==> src/rtl/pcmp_pkg.sv <==
package pcmp_pkg;

    localparam int DEF_LANES = 7;
    localparam int DEF_DEPTH = 70;

    typedef struct packed {
        logic shift;
        logic pat;
        logic msk;
    } pcmp_ctl_t;

endpackage

==> src/rtl/pcmp_lane.sv <==
module pcmp_lane
    import pcmp_pkg::*;
#(
    parameter int DEPTH = DEF_DEPTH
) (
    input  logic      clk,
    input  logic      rst_n,
    input  pcmp_ctl_t ctl,
    input  logic      din,
    output logic      tap_out,
    output logic      hit_n
);

    localparam int TOP = DEPTH - 1;

    logic [TOP:0] win_q;
    logic [TOP:0] pat_q;
    logic [TOP:0] msk_q;
    logic [TOP:0] diff;

    // window register
    always_ff @(posedge clk or negedge rst_n) begin
        if (!rst_n) begin
            win_q <= '0;
        end else if (ctl.shift) begin
            win_q <= {win_q[TOP-1:0], din};
        end
    end

    // pattern and mask copy the pre-edge window
    always_ff @(posedge clk or negedge rst_n) begin
        if (!rst_n) begin
            pat_q <= '0;
            msk_q <= '0;
        end else begin
            if (ctl.pat) pat_q <= win_q;
            if (ctl.msk) msk_q <= win_q;
        end
    end

    always_comb begin
        diff    = (win_q ^ pat_q) & ~msk_q;
        hit_n   = |diff;
        tap_out = win_q[TOP];
    end

    a_r10_hold: assert property (@(posedge clk) disable iff (!rst_n)
        !ctl.shift && !ctl.pat && !ctl.msk |=> $stable(win_q) && $stable(pat_q) && $stable(msk_q));

    a_r1_shift_in: assert property (@(posedge clk) disable iff (!rst_n)
        ctl.shift |=> win_q[0] == $past(din));

    a_r8_tap_age: assert property (@(posedge clk) disable iff (!rst_n)
        ctl.shift |=> tap_out == $past(win_q[TOP-1]));

    a_r4_pat_copy: assert property (@(posedge clk) disable iff (!rst_n)
        ctl.pat |=> pat_q == $past(win_q));

    a_r5_msk_copy: assert property (@(posedge clk) disable iff (!rst_n)
        ctl.msk |=> msk_q == $past(win_q));

    a_r3_all_masked: assert property (@(posedge clk) disable iff (!rst_n)
        (&msk_q) |-> !hit_n);

    a_r9_reset_clear: assert property (@(posedge clk) disable iff (!rst_n)
        $rose(rst_n) |-> (win_q == '0) && (pat_q == '0) && (msk_q == '0));

endmodule

==> src/rtl/pcmp_merge.sv <==
module pcmp_merge #(
    parameter int LANES = 7
) (
    input  logic             clk,
    input  logic             rst_n,
    input  logic [LANES-1:0] lane_hit_n,
    output logic             any_hit_n
);

    always_comb begin
        any_hit_n = &lane_hit_n;
    end

    a_r7_any_low: assert property (@(posedge clk) disable iff (!rst_n)
        ($countones(~lane_hit_n) != 0) |-> !any_hit_n);

    a_r7_none_high: assert property (@(posedge clk) disable iff (!rst_n)
        ($countones(~lane_hit_n) == 0) |-> any_hit_n);

endmodule

==> src/rtl/pcmp_array.sv <==
module pcmp_array
    import pcmp_pkg::*;
#(
    parameter int LANES = DEF_LANES,
    parameter int DEPTH = DEF_DEPTH
) (
    input  logic             clk,
    input  logic             rst_n,
    input  logic             shift_en,
    input  logic             pat_load,
    input  logic             mask_load,
    input  logic [LANES-1:0] sym_in,
    output logic [LANES-1:0] tap_out,
    output logic [LANES-1:0] lane_hit_n,
    output logic             any_hit_n
);

    pcmp_ctl_t ctl;

    always_comb begin
        ctl.shift = shift_en;
        ctl.pat   = pat_load;
        ctl.msk   = mask_load;
    end

    for (genvar g = 0; g < LANES; g++) begin : g_lane
        pcmp_lane #(
            .DEPTH (DEPTH)
        ) u_lane (
            .clk     (clk),
            .rst_n   (rst_n),
            .ctl     (ctl),
            .din     (sym_in[g]),
            .tap_out (tap_out[g]),
            .hit_n   (lane_hit_n[g])
        );
    end

    pcmp_merge #(
        .LANES (LANES)
    ) u_merge (
        .clk        (clk),
        .rst_n      (rst_n),
        .lane_hit_n (lane_hit_n),
        .any_hit_n  (any_hit_n)
    );

endmodule

==> config.mk <==
export PLATFORM = sky130hd
export DESIGN_NAME = pcmp_array
export DESIGN_NICKNAME = d
export VERILOG_FILES = /design/src/rtl/pcmp_pkg.sv /design/src/rtl/pcmp_lane.sv /design/src/rtl/pcmp_merge.sv /design/src/rtl/pcmp_array.sv
export SDC_FILE = /design/constraint.sdc
export NUM_CORES = 2
export LEC_CHECK = 0
export BUFFER_PORTS_ARGS = -buffer_cell sky130_fd_sc_hd__buf_2
export CORE_MARGIN = 1.5
export CORE_UTILIZATION = 63
export CTS_CLUSTER_DIAMETER = 200
export DETAILED_ROUTE_END_ITERATION = 12
export PLACE_DENSITY = 0.82
export SLEW_MARGIN = 15
export SYNTH_ARGS = -nofsm -noshare
export SYNTH_HDL_FRONTEND = slang
export SYNTH_HIERARCHICAL = 1
export SYNTH_SLANG_ARGS = --single-unit
export TNS_END_PERCENT = 5
==> constraint.sdc <==
create_clock -name clk -period 2.6 [get_ports clk]
set_clock_uncertainty 0.1 [all_clocks]
set_input_delay 0.52 -clock clk [delete_from_list [all_inputs] [get_ports clk]]
set_output_delay 0.52 -clock clk [all_outputs]
set_load 0.05 [all_outputs]
=== Word level (Yosys, flattened, before mapping) ===
Index checks and enable logic that the tools add are counted.

* Bitwise logic cells: 21
* Reduce and logical (&&, ||, !) cells: 8

{| class="wikitable"
|+ Operators with widths
! kind !! number
|-
| $and 70x70->70 || 7
|-
| $not 70->70 || 7
|-
| $reduce_or 70->1 || 7
|-
| $xor 70x70->70 || 7
|-
| $reduce_and 7->1 || 1
|}

* Flip-flop bits (word level): 1470

=== Depth between registers and ports, before layout ===
* Depth in word-level cells: 4
* Mapped depth: 7

=== By module ===
The synthesis kept the hierarchy.

{| class="wikitable"
|+ Modules (own cells, without submodules)
! module !! times used !! cells each !! area each (sq um) !! seq. area each (sq um)
|-
| pcmp_lane || 7 || 562 || 8644.5 || 5255.0
|-
| pcmp_merge || 1 || 3 || 15.0 || 0.0
|}

=== Least setup slack after synthesis ===
OpenSTA, ideal clock, no wires.

* Path kind: flip-flop to output port
* Start point: register g_lane[2].u_lane.win_q[69]
* End point: output port any_hit_n
* Arrival time: 2292 ps
* Setup slack: -312 ps
* Cell stages (with the launch flop): 8
* Path buffers: 0
* Path through: dfrtp_1 > xnor2_1 > o22ai_1 > nor4_1 > nand4_1 > or3_1 > nand4_1 > nor2_1

* Word-level cells in the longest chain between the ends: 4

{| class="wikitable"
|+ RTL lines
! what !! line !! RTL
|-
| start, declared || pcmp_lane.sv:16 || <nowiki>logic [TOP:0] win_q;</nowiki>
|-
| start signal, assigned || pcmp_lane.sv:26 || <nowiki>win_q <= {win_q[TOP-1:0], din};</nowiki>
|-
| $xor 70x70->70 || pcmp_lane.sv:42 || <nowiki>diff = (win_q ^ pat_q) & ~msk_q;</nowiki>
|-
| $and 70x70->70 || pcmp_lane.sv:42 ||
|-
| $reduce_or 70->1 || pcmp_lane.sv:43 || <nowiki>hit_n = |diff;</nowiki>
|-
| named net lane_hit_n[2] || pcmp_array.sv:14 || <nowiki>output logic [LANES-1:0] lane_hit_n,</nowiki>
|-
| $reduce_and 7->1 || pcmp_merge.sv:11 || <nowiki>any_hit_n = &lane_hit_n;</nowiki>
|-
| end, declared || pcmp_array.sv:15 || <nowiki>output logic any_hit_n</nowiki>
|}

The timed path passes the listed nets, and every way through them passes these cells.

=== Final worst setup path ===
* Start point: register g_lane[2].u_lane.pat_q[6]
* End point: output port any_hit_n

* Word-level cells in the longest chain between the ends: 4

{| class="wikitable"
|+ RTL lines
! what !! line !! RTL
|-
| start, declared || pcmp_lane.sv:17 || <nowiki>logic [TOP:0] pat_q;</nowiki>
|-
| start signal, assigned || pcmp_lane.sv:36 || <nowiki>if (ctl.pat) pat_q <= win_q;</nowiki>
|-
| $xor 70x70->70 || pcmp_lane.sv:42 ||
|-
| $and 70x70->70 || pcmp_lane.sv:42 ||
|-
| $reduce_or 70->1 || pcmp_lane.sv:43 ||
|-
| $reduce_and 7->1 || pcmp_merge.sv:11 ||
|}

No other way between the ends.

==> results.py <==
metrics = {
    "power_and_ir_drop": {
        "switching_share": 0.271,
        "combinationalPowerShare": 0.231,
        "p_clk_frac": 0.327,
        "leakage_nw": 34.4,
        "total_power_mw": 67.4,
        "powerDensity_nw_per_um2": 929,
        "switchingPower_mw": 18.3,
        "ir_worst_vdd_mv": 0.698,
        "power_frac_seq": 0.442,
        "intPower_mw": 49.1,
    },
    "global_route": {
        "grt_pass1_vias": 37700,
        "gr-usage-all-layers": 0.255,
        "grt_util_met3": 0.0311,
        "grt_antenna_before_repair": 0,
        "grt.busiest_layer": "met2",
        "grtUsageMet2": 0.441,
        "grt_pass1_wl_um": 202000,
        "grt-ovfl-total": 0,
        "grt_max_degree": 78,
        "gr-usage-met1": 0.341,
    },
    "setup_path": {
        "crit_top_cell": "buf_6",
        "crit_path_start_kind": "flip-flop",
        "path_class": "reg -> out",
        "crit_fanout": 2,
        "crit_required_ps": 1980,
        "arrival_ps": 2950,
        "worstPathCellList": "xnor2_1, o22ai_1, nor4_2, nand2_1, or3_4, nand4_1, buf_6, nor2_4, buf_6",
        "end_kind": "output pin",
        "crit_slowest_cell": "or3_4",
        "cp_slowest_stage_delay_ps": 440,
    },
    "place": {
        "dp.cells": 5689,
        "hpwl_um": 77700,
        "dpl_cell_area_um2": 67000,
        "place_ws_ps": -449,
        "numPortBuffers": 26,
        "gp_congestion": 0.773,
    },
    "detailed_routing": {
        "vias": 33900,
        "ant_nets": 0,
        "wire_per_inst_um": 20.3,
        "drc": 0,
        "viasPerCell": 5.69,
        "drt_iter0_markers": 1823,
        "first_pass_iters": 5,
        "routed_wl_um": 121000,
    },
    "timing": {
        "post-route-period-util": 1.37,
        "max_freq_mhz": 280,
        "slew_headroom": 0.567,
        "tightest_slew_ps": 650,
        "hold_ws_ps": 119,
        "worst_slack_ps": -969,
        "timing_hold_violations_final": 0,
        "rsz0062_at_grt": "yes",
        "fin_crit_ps": 3570,
        "setup_violations": 8,
        "finalSetupTns_ps": -6610,
        "slew_violations": 0,
    },
    "final_layout": {
        "final_cell_mix": "mux2_2, dfrtp_1, buf_4, xnor2_1, o22ai_1",
        "layout_commonest_cell": "mux2_2",
        "final_layout_size_suffix_gt1_frac": 0.514,
        "instances_no_fill": 5963,
        "area_delta_synth_final_pct": 19.9,
        "post-route-util": 0.763,
        "nets": 4594,
        "antenna_cells": 0,
        "stdcell_area_um2": 72600,
    },
    "yosys": {
        "yosysSeqAreaShare": 0.608,
        "synthTopCellsByArea": "dfrtp_1, mux2_2, xnor2_1",
        "synth_warnings": 6,
        "syn_area_um2": 60500,
        "syn_avg_cell_area_um2": 15.4,
        "ys_ff_latch": 1470,
        "synth.top_cell.area_share": 0.608,
        "syn_inst": 3937,
        "yosysTopAreaCell": "dfrtp_1",
        "ys_types": 13,
        "syn-num-nets": 3949,
    },
    "clocking": {
        "h-tree-depth": 4,
        "cts_root_buf": "clkbuf_16",
        "cts_tree": "done",
        "numCtsBuffers": 147,
        "clk-insertion-delay-late_ps": 750,
        "clock_path_buffers": 3,
        "path_clk_slew_ps": 60,
        "cts_num_sinks": 1470,
    },
    "run_status": {
        "violations": "negative setup slack",
        "status": "finished with violations",
    },
    "floorplan": {
        "die_x_um": 313,
        "io_pins": 27,
        "rows": 113,
        "die_area_um2": 97900,
        "die_h_um": 313,
        "start_util": 0.636,
        "coreArea_um2": 95200,
    },
    "run": {
        "maxCapViolCount": 0,
    },
    "min_path": {
        "hold_class": "in -> reg",
    },
}
==> path summary, 6_finish.rpt <==
| kind | from | to | slack (ps) | cells past startpoint |
|---|---|---|---|---|
| min in group asynchronous | rst_n | g_lane[1].u_lane/pat_q[19]$_DFFE_PN0P_ | 270 | 2 |
| min reg2reg | g_lane[3].u_lane/msk_q[54]$_DFFE_PN0P_ | g_lane[3].u_lane/msk_q[54]$_DFFE_PN0P_ | 410 | 1 |
| max in group asynchronous | rst_n | g_lane[4].u_lane/pat_q[17]$_DFFE_PN0P_ | 1130 | 4 |
| max | g_lane[2].u_lane/pat_q[6]$_DFFE_PN0P_ | any_hit_n | -970 | 9 |
| max reg2reg | g_lane[5].u_lane/win_q[4]$_DFFE_PN0P_ | g_lane[5].u_lane/win_q[4]$_DFFE_PN0P_ | 1500 | 2 |
| min | shift_en | g_lane[6].u_lane/win_q[44]$_DFFE_PN0P_ | 120 | 2 |
==> repair_timing <==
item                                    in CTS  in global routing
hold endpoints to repair                    57                  0
hold buffers                                 8                  0
pin swaps                                   20                 14
gates resized for setup                     35                 26
endpoints found under the setup margin       8                  8
buffers inserted                             1                  0
cloned                                       0                  0
==> per-layer routing <==
metal	vias up	part of all wire
met3	177	0.023
li1	15500	-
met2	338	0.51
met5	-	0
met1	18000	0.44
met4	0	0.021
==> state kept, by name, summed over array words and instances (netlist names) <==
name	cells
g_lane.u_lane/pat_q	490
g_lane.u_lane/msk_q	490
g_lane.u_lane/win_q	490
==> power by group through the flow <==
| stage | clock network, mW | logic (mW) | registers [mW] |
|---|---|---|---|
| 2_1_floorplan | 0 | 8.55 | 29.8 |
| 3_3_place_gp | 0 | 14.5 | 29.7 |
| 3_5_place_dp | 0 | 14.9 | 30.0 |
| 4_1_cts | 22.5 | 15.5 | 29.8 |
| 5_1_grt | 23.3 | 16.8 | 30.3 |
| 6_report | 22.0 | 15.6 | 29.8 |
==> cells in the mapped netlist <==
cell type,count
dfrtp_1,1470
mux2_2,1470
xnor2_1,490
o22ai_1,245
buf_2,147
nor4_1,56
clkbuf_1,21
nand3_1,8
nand4_1,8
nand2_1,7
nor3_1,7
or3_1,7
nor2_1,1
==> critical path: cells and delay by family, from the launching register on <==
family	cells	cell delay [ps]
xor gates and xnor gates	1	210
AOI/OAI and AO/OA	1	160
buffers and inverters	2	300
DFF	1	400
and+or+nand+nor	5	1110
==> logic make-up after synthesis <==
family / after synthesis / share of synthesized area
and+or+nand+nor: 94 / 0.00907
AOI/OAI and AO/OA: 245 / 0.0253
DFF: 1470 / 0.608
xor gates and xnor gates: 490 / 0.0709
buffers and inverters: 168 / 0.0135
muxes: 1470 / 0.273
==> final cells by class <==
type | count | area [um^2]
repair buffers | 664 | 5860
clock inverters | 44 | 686
well taps | 1265 | 1580
fillers | 5459 | 22600
flip-flops and latches | 1470 | 36800
clock buffers | 221 | 4420
multi-input cells | 2299 | 23200
Note: power is estimated with default switching activity, not from simulation.
